`config.mk`:
```
export PLATFORM = sky130hd
export DESIGN_NAME = twophase_pwm_seq
export DESIGN_NICKNAME = d
export VERILOG_FILES = /design/src/rtl/tpw_pkg.sv /design/src/rtl/tpw_sync.sv /design/src/rtl/tpw_blank.sv /design/src/rtl/tpw_core.sv /design/src/rtl/twophase_pwm_seq.sv
export SDC_FILE = /design/constraint.sdc
export NUM_CORES = 1
export LEC_CHECK = 0
export BUFFER_PORTS_ARGS = -buffer_cell sky130_fd_sc_hd__buf_2
export CAP_MARGIN = 20
export CORE_AREA = 8 8 45 47
export CTS_BUF_LIST = sky130_fd_sc_hd__clkbuf_16
export DETAILED_ROUTE_END_ITERATION = 8
export DIE_AREA = 0 0 53 55
export GPL_TIMING_DRIVEN = 0
export PLACE_DENSITY_LB_ADDON = 0.05
export SYNTH_ARGS = -nofsm -noshare
export SYNTH_HDL_FRONTEND = slang
export SYNTH_SLANG_ARGS = --single-unit
```
`constraint.sdc`:
```
create_clock -name clk -period 1.5 [get_ports clk]
set_clock_uncertainty 0.15 [all_clocks]
set_input_delay 0.15 -clock clk [delete_from_list [all_inputs] [get_ports clk]]
set_output_delay 0.15 -clock clk [all_outputs]
set_load 0.02 [all_outputs]
```
`src/rtl/tpw_pkg.sv`:
```
package tpw_pkg;
   typedef enum logic {
      PH_A = 1'b0,
      PH_B = 1'b1
   } phase_e;
endpackage

```
`src/rtl/tpw_sync.sv`:
```
module tpw_sync #(
   parameter int STAGES = 2
) (
   input  logic clk,
   input  logic rst_n,
   input  logic d_i,
   output logic q_o
);
   generate
      if (STAGES < 2) begin : g_bad_stages
         $error("tpw_sync: STAGES must be at least 2");
      end
   endgenerate

   logic [STAGES-1:0] shreg;

   always_ff @(posedge clk) begin
      if (!rst_n) shreg <= '0;
      else        shreg <= {shreg[STAGES-2:0], d_i};
   end

   assign q_o = shreg[STAGES-1];
endmodule

```
`src/rtl/tpw_blank.sv`:
```
module tpw_blank #(
   parameter int BLANK_W   = 4,
   parameter int BLANK_CYC = 3
) (
   input  logic clk,
   input  logic rst_n,
   input  logic clr_i,
   input  logic load_i,
   output logic busy_o
);
   localparam logic [BLANK_W-1:0] LOAD_VAL = BLANK_W'(BLANK_CYC);

   logic [BLANK_W-1:0] cnt;

   always_ff @(posedge clk) begin
      if (!rst_n || clr_i) cnt <= '0;
      else if (load_i)     cnt <= LOAD_VAL;
      else if (cnt != '0)  cnt <= cnt - 1'b1;
   end

   assign busy_o = (cnt != '0);

   // a freshly loaded window stays busy for the next edge when non-empty
   assert_blank_load_R5: assert property (@(posedge clk) disable iff (!rst_n)
      (load_i && !clr_i && BLANK_CYC > 0) |=> busy_o);
endmodule

```
`src/rtl/tpw_core.sv`:
```
module tpw_core
   import tpw_pkg::*;
(
   input  logic clk,
   input  logic rst_n,
   input  logic run_i,
   input  logic tick_i,
   input  logic trip_i,
   input  logic blank_i,
   output logic set_o,
   output logic ph_a_o,
   output logic ph_b_o,
   output logic stat_phase_o,
   output logic stat_trip_o
);
   phase_e sel;
   logic   active;

   assign active = ph_a_o | ph_b_o;
   assign set_o  = run_i & tick_i;

   always_ff @(posedge clk) begin
      if (!rst_n) begin
         sel          <= PH_A;
         ph_a_o       <= 1'b0;
         ph_b_o       <= 1'b0;
         stat_phase_o <= 1'b0;
         stat_trip_o  <= 1'b0;
      end else if (!run_i) begin
         sel    <= PH_A;
         ph_a_o <= 1'b0;
         ph_b_o <= 1'b0;
      end else if (tick_i) begin
         if (active) stat_trip_o <= 1'b0;
         ph_a_o       <= (sel == PH_A);
         ph_b_o       <= (sel == PH_B);
         stat_phase_o <= sel;
         sel          <= (sel == PH_A) ? PH_B : PH_A;
      end else if (trip_i && !blank_i && active) begin
         ph_a_o      <= 1'b0;
         ph_b_o      <= 1'b0;
         stat_trip_o <= 1'b1;
      end
   end

   assert_no_overlap_R4: assert property (@(posedge clk) disable iff (!rst_n)
      !(ph_a_o && ph_b_o));

   assert_tick_sets_R1: assert property (@(posedge clk) disable iff (!rst_n)
      (run_i && tick_i) |=> (ph_a_o || ph_b_o));

   assert_alternate_R2: assert property (@(posedge clk) disable iff (!rst_n)
      (run_i && tick_i && ph_a_o) |=> ph_b_o);

   assert_tick_limit_R6: assert property (@(posedge clk) disable iff (!rst_n)
      (run_i && tick_i && ph_b_o) |=> (ph_a_o && !stat_trip_o));

   assert_trip_clears_R3: assert property (@(posedge clk) disable iff (!rst_n)
      (run_i && !tick_i && trip_i && !blank_i) |=> !(ph_a_o || ph_b_o));

   assert_blank_hold_R5: assert property (@(posedge clk) disable iff (!rst_n)
      (run_i && !tick_i && blank_i && ph_a_o) |=> ph_a_o);

   // idle gating from either cause
   assert_idle_low_R8: assert property (@(posedge clk) disable iff (!rst_n)
      !run_i |=> !(ph_a_o || ph_b_o));
endmodule

```
`src/rtl/twophase_pwm_seq.sv`:
```
module twophase_pwm_seq #(
   parameter int ID_W        = 5,
   parameter int SYNC_STAGES = 2,
   parameter int BLANK_W     = 4,
   parameter int BLANK_CYC   = 3
) (
   input  logic            clk,
   input  logic            rst_n,
   input  logic            en_i,
   input  logic            tick_i,
   input  logic            ilim_i,
   input  logic [ID_W-1:0] vid_i,
   output logic            ph_a_o,
   output logic            ph_b_o,
   output logic            stat_phase_o,
   output logic            stat_trip_o
);
   localparam int BLANK_MAX = (1 << BLANK_W) - 1;

   generate
      if (ID_W < 1) begin : g_bad_id
         $error("twophase_pwm_seq: ID_W must be at least 1");
      end
      if (BLANK_CYC < 0 || BLANK_CYC > BLANK_MAX) begin : g_bad_blank
         $error("twophase_pwm_seq: BLANK_CYC does not fit BLANK_W");
      end
   endgenerate

   logic no_cpu, run, trip_s, blank_busy, set_pulse;

   assign no_cpu = &vid_i;
   assign run    = en_i & ~no_cpu;

   tpw_sync #(.STAGES(SYNC_STAGES)) sync_i (
      .clk   (clk),
      .rst_n (rst_n),
      .d_i   (ilim_i),
      .q_o   (trip_s)
   );

   tpw_blank #(.BLANK_W(BLANK_W), .BLANK_CYC(BLANK_CYC)) blank_i (
      .clk    (clk),
      .rst_n  (rst_n),
      .clr_i  (~run),
      .load_i (set_pulse),
      .busy_o (blank_busy)
   );

   tpw_core core_i (
      .clk          (clk),
      .rst_n        (rst_n),
      .run_i        (run),
      .tick_i       (tick_i),
      .trip_i       (trip_s),
      .blank_i      (blank_busy),
      .set_o        (set_pulse),
      .ph_a_o       (ph_a_o),
      .ph_b_o       (ph_b_o),
      .stat_phase_o (stat_phase_o),
      .stat_trip_o  (stat_trip_o)
   );

   assert_nocpu_low_R7: assert property (@(posedge clk) disable iff (!rst_n)
      (no_cpu && $past(no_cpu)) |-> !(ph_a_o || ph_b_o));

   assert_reset_clear_R9: assert property (@(posedge clk)
      !rst_n |=> !(ph_a_o || ph_b_o || stat_trip_o || stat_phase_o));
endmodule

```
## Word level (Yosys, flattened, before mapping)

Cells that the tools add are included.

| cells by class | value |
|---|---|
| add/sub/neg operators | 1 |
| equal/unequal tests | 1 |
| muxes and demuxes | 9 |
| bitwise logic cells | 6 |
| reduce and logical (&&, ||, !) cells | 13 |

Operators by type and width:

| operator | count |
|---|---|
| two-way mux 1 bit | 7 |
| AND reduction 5 bit | 1 |
| two-way mux 2 bit | 2 |
| AND reduction 2 bit | 2 |
| nonzero test 2 bit | 2 |
| nonzero test 4 bit | 1 |
| subtractor 4 x 1 -> 4 bit (second input constant) | 1 |
| inverter 1 bit | 3 |
| AND reduction 3 bit | 1 |
| bitwise AND 1 bit | 2 |
| logical AND 1 bit | 2 |
| logical NOT 1 bit | 2 |
| != test 2 x 1 -> 1 bit (second input constant) | 1 |
| OR reduction 2 bit | 1 |
| logical OR 1 bit | 1 |
| bitwise OR 1 bit | 1 |

| storage, ports and cells | value |
|---|---|
| register bits | 11 |
| input port bits | 10 |
| word-level logic and storage cells | 38 |

## Depth between registers and ports, before layout

| logic depth | value |
|---|---|
| word-level depth | 6 |
| depth in mapped cells | 6 |

## Hierarchy

A second synthesis with hierarchy kept.

| second synthesis, totals | value |
|---|---|
| cells, all modules | 53 |
| area total of the unflattened synthesis | 484.2 um^2 |

By module, submodules not included:

| module | instances | cells an instance | area an instance (um^2) | sequential area each (um^2) |
|---|---|---|---|---|
| tpw_blank | 1 | 22 | 211.5 | 80.1 |
| tpw_core | 1 | 23 | 198.9 | 100.1 |
| tpw_sync | 1 | 4 | 52.6 | 40.0 |
| twophase_pwm_seq | 1 | 4 | 21.3 | 0.0 |

## Least setup slack after synthesis

OpenSTA, ideal clock, no wires.

| timing path | value |
|---|---|
| kind | register to register |
| from | reg blank_i.cnt[0] |
| to | reg core_i.stat_trip_o |
| setup time | 0.115 ns |
| data arrival time | 1.101 ns |
| setup slack | 0.133 ns |
| cell stages (with the launch flop) | 6 |
| path buffers | 0 |
| period minus slack after synthesis | 1.367 ns |
| path through | dfxtp_1 > inv_1 > ha_1 > nor3b_4 > a41oi_1 > and3b_1 |

| between the ends | value |
|---|---|
| cells in the longest elaborated chain, start to end | 6 |

RTL lines:

| element | RTL line | source |
|---|---|---|
| start, declared | tpw_blank.sv:13 | `logic [BLANK_W-1:0] cnt;` |
| start signal, assigned | tpw_blank.sv:18 | `else if (cnt != '0) cnt <= cnt - 1'b1;` |
| nonzero test 4 bit | tpw_blank.sv:21 | `assign busy_o = (cnt != '0);` |
| logical NOT 1 bit | tpw_core.sv:39 | `end else if (trip_i && !blank_i && active) begin` |
| logical AND 1 bit (2 in series) | tpw_core.sv:39 |  |
| nonzero test 2 bit (no source line) | n/a |  |
| AND reduction 3 bit (no source line) | n/a |  |
| end signal, assigned | tpw_core.sv:28 | `stat_trip_o <= 1'b0;` |
| end signal, assigned | tpw_core.sv:34 | `if (active) stat_trip_o <= 1'b0;` |
| end signal, assigned | tpw_core.sv:42 | `stat_trip_o <= 1'b1;` |
| end, declared | tpw_core.sv:14 | `output logic stat_trip_o` |

Every way passes these cells.
A chain may end at the register's enable or synchronous reset.

## Worst setup path in the final report

| timing path | value |
|---|---|
| from | reg blank_i.cnt[0] |
| to | reg blank_i.cnt[1] |

| between the ends | value |
|---|---|
| cells in the longest elaborated chain, start to end | 3 |
| elaborated cells between the ends (all ways) | 5 |

RTL lines:

| element | RTL line | source |
|---|---|---|
| subtractor 4 x 1 -> 4 bit | tpw_blank.sv:18 |  |
| two-way mux 2 bit | tpw_blank.sv:18 |  |
| two-way mux 2 bit | tpw_blank.sv:17 | `else if (load_i) cnt <= LOAD_VAL;` |

Several ways; a longest one is shown, not always the timed one. The select of a mux whose other input is x is not followed.

==> flow_metrics.py <==
metrics = {
    "detailed_routing": {
        "avgRoutedWirePerCell_um": 12.92,
        "ant_nets": 0,
        "totalWireLength_um": 1163,
        "drtIter0Drc": 3,
        "dr.pass1.iters": 4,
        "via_count": 437,
        "drc": 0,
        "vias_per_cell": 4.856,
    },
    "worst_setup_path": {
        "crit_fanout": 5,
        "worstPathArrival_ps": 1470,
        "crit_path_end": "blank_i.cnt[1]$_SDFFE_PP0P_",
        "crit_chain": "inv_4 > ha_4 > nor3b_4 > mux2i_1 > nor2_1 > nor2_1",
        "r2r_slack_ps": 40,
        "worst-setup-path-type": "reg2reg",
        "path_common_cell": "nor2_1",
        "cp.required_ps": 1510,
        "cp-start-kind": "flop",
        "critPathBufInv": 1,
        "crit_slowest_cell": "dfxtp_4",
        "cp-startpoint": "blank_i.cnt[0]$_SDFFE_PP0P_",
        "slowest_delay_ps": 360,
        "ff2ff_path_depth": 6,
        "critical_path.top_delay_family": "simple AND/OR/NAND/NOR gates",
        "crit_path_end_kind": "flop",
        "r2r-end": "blank_i.cnt[1]$_SDFFE_PP0P_",
        "path_depth": 6,
        "worstReg2RegStart": "blank_i.cnt[0]$_SDFFE_PP0P_",
    },
    "yosys": {
        "synth_xor_area_share_pct": 5.330,
        "yosys_warnings": 0,
        "synthAdderAreaFrac_pct": 5.076,
        "synth.top_cells.by_count": "dfxtp_1 (11), nor2_1 (5), a21oi_1 (4), nand2_1 (4), xnor2_1 (3)",
        "synthArstFlopShare_pct": 0,
        "avgSynthCellArea_um2": 9.666,
        "synth_cells": 51,
        "synth_top_family_by_area": "simple AND/OR/NAND/NOR gates",
        "syn_area_um2": 493.0,
        "synthFlopType": "dfxtp_1",
        "muxShareOfSynthArea_pct": 2.030,
        "synth_edf_count": 0,
        "synth_cell_type_count": 23,
        "yosys.cell_count.top_type": "dfxtp_1",
        "synth_simple_gate_area_share_pct": 29.70,
        "netlist_top_cells_area": "dfxtp_1 (45%), xnor2_1 (5.3%), ha_1 (5.1%)",
        "synthesis.nets": 63,
        "ys_seq_elements": 11,
        "synth_top_area_share_pct": 44.67,
        "synth_area_leader_cell": "dfxtp_1",
        "seq_area_frac_synth_pct": 44.67,
        "synth-compound-area-share_pct": 10.91,
    },
    "sta": {
        "rsz0062_at_grt": "true",
        "period_minus_slack_ps": 1461,
        "tightest_slew_ps": 361.5,
        "drv_slew": 0,
        "hold_violations": 0,
        "setup_violations": 0,
        "tns_ps": 0,
        "relSlewSlack_pct": 75.90,
        "period_share_pct": 97.42,
        "max_freq_ghz": 0.6843,
    },
    "floorplanning": {
        "core_area_mm2": 0.001384,
        "chipWidth_um": 53,
        "num_rows": 14,
        "initial_utilization_pct": 35.62,
        "die-height_um": 55,
        "dieArea_mm2": 0.002915,
        "ioPinCount": 14,
    },
    "clocking": {
        "h-tree-depth": 1,
        "clock_tree.root_cell": "clkbuf_16",
        "clk_latency_ps": 230,
        "cts_max_path_buffers": 2,
        "clk_pin_slew_worst_paths_ps": 40,
        "cts_sinks": 11,
        "cts_buffers": 3,
        "cts_tree": "done",
    },
    "pwr": {
        "clockPowerShare_pct": 51.6,
        "p_int_mw": 0.7224,
        "switching_share_pct": 20.31,
        "total_power_mw": 0.9065,
        "power.density_cell_area_mw_per_mm2": 1238,
        "switchingPower_mw": 0.1841,
        "ir_drop_uv": 771.7,
        "p_leak_nw": 0.3244,
        "p_comb_share_pct": 13.5,
        "p_seq_share_pct": 34.9,
    },
    "grt": {
        "grt-ovfl-total": 0,
        "grt_use_total_pct": 8.393,
        "grt_pass1_wl_um": 1759,
        "antenna_found_initial": 0,
        "grt_start_max_net_pins": 11,
        "grt_pass1_vias": 456,
    },
    "final_layout": {
        "postLayoutCoreUtil_pct": 52.89,
        "finalNetCount": 87,
        "drive_gt1_share_pct": 43.24,
        "finalInstanceArea_um2": 732.0,
        "fill_cells": 143,
        "diodes": 0,
        "finalNonFillerCells": 90,
        "syn_to_final_growth_pct": 48.48,
    },
    "place": {
        "numPortBuffers": 13,
        "dpl.cell_count": 80,
        "gp_congestion": 0.6712,
        "dpl_cell_area_um2": 578.1,
    },
    "min_path": {
        "hp-class": "in2reg",
    },
    "run_status": {
        "status": "finished clean",
    },
    "flow_run": {
        "drv_cap": 0,
    },
}
==> cells by family (layout without fill, tap and decap cells) <==
kind of cell / Yosys count / after routing
XOR/XNOR: 3 / 3
AO/OA/AOI/OAI: 8 / 8
adder cells (fa/ha/maj): 2 / 2
flip-flops: 11 / 11
AND/OR/NAND/NOR: 23 / 23
buffers and inverters: 3 / 26
multiplexers: 1 / 1
==> worst min-delay path by stage <==
stage	from	endpoint	slack, ps	cells after the start
after CTS	rst_n	sync_i.shreg[0]$_SDFF_PN0_	70	2
after global placement	ilim_i	sync_i.shreg[0]$_SDFF_PN0_	210	2
after detailed placement	ilim_i	sync_i.shreg[0]$_SDFF_PN0_	210	2
final	rst_n	sync_i.shreg[0]$_SDFF_PN0_	70	2
after floorplan	rst_n	sync_i.shreg[0]$_SDFF_PN0_	120	1
after global routing	rst_n	sync_i.shreg[0]$_SDFF_PN0_	80	2
==> worst register-to-register path, stage by stage (launching register included) <==
cell and delay, ps:
dfxtp_4 360, inv_4 60, ha_4 110, nor3b_4 280
mux2i_1 250, nor2_1 70, nor2_1 120
==> placed cells by master, fill, tap and decap left out, drive strengths merged <==
cell,instances
nand2,5
nand2b,2
and2,2
o2111ai,1
a21oi,4
nor2,5
nand3,1
mux2i,1
a41oi,1
and4,1
nor3,1
dfxtp,11
and3b,1
dlygate4sd3,1
xnor2,3
inv,3
o21a,1
clkbuf,4
a31o,1
nor3b,1
nor4,2
nand3b,2
ha,2
buf,18
==> layer usage <==
| layer | up-vias | wire, µm | track usage [%] |
|---|---|---|---|
| li1 | 222 | - | - |
| met1 | 203 | 476 | 7.834 |
| met2 | 12 | 614 | 14.26 |
| met3 | 0 | 71 | 4.545 |
| met4 | 0 | 0 | 5.172 |
| met5 | - | 0 | 0 |
==> per-stage QoR <==
stage / setup slack [ps] / hold WS, ps
after CTS: 25.69 / 72.58
after floorplan: 133.1 / 121.7
after global placement: 12.72 / 212.8
final: 38.65 / 71.98
after global routing: -65.23 / 82.83
after detailed placement: 30.44 / 214.1
==> final cells by class <==
cell class | instances | area, µm² | area share (%)
multi-input cells | 37 | 281.5 | 38.46
clock buffers | 3 | 75.07 | 10.26
repair buffers | 19 | 112.6 | 15.38
clock inverters | 1 | 3.754 | 0.5128
well taps | 16 | 20.02 | 2.735
flip-flops and latches | 11 | 225.2 | 30.77
inverters | 2 | 10.01 | 1.368
plain buffers | 1 | 3.754 | 0.5128
==> power by group through the flow <==
stage / Combinational (mW) / Clock, mW / Sequential, mW
after CTS: 0.0983 / 0.477 / 0.314
after detailed placement: 0.0897 / 0 / 0.320
final: 0.122 / 0.467 / 0.317
after floorplan: 0.0604 / 0 / 0.320
after global routing: 0.134 / 0.499 / 0.317
after global placement: 0.0894 / 0 / 0.319
==> flip-flops by register name, indices dropped and copies added, names as in the netlist <==
signal,flops
blank_i.cnt,4
core_i.sel,1
core_i.ph_b_o,1
core_i.stat_trip_o,1
sync_i.shreg,2
core_i.stat_phase_o,1
core_i.ph_a_o,1
==> what timing repair did <==
action / 4_1_cts / 5_1_grt
endpoints found under the setup margin: 1 / 2
resized for setup: 0 / 9
hold buffers: 1 / 0
pin swaps: 0 / 4
buffers inserted: 1 / 4
endpoints found under the hold margin: 1 / 0
Power figures use the tool's default switching activity.
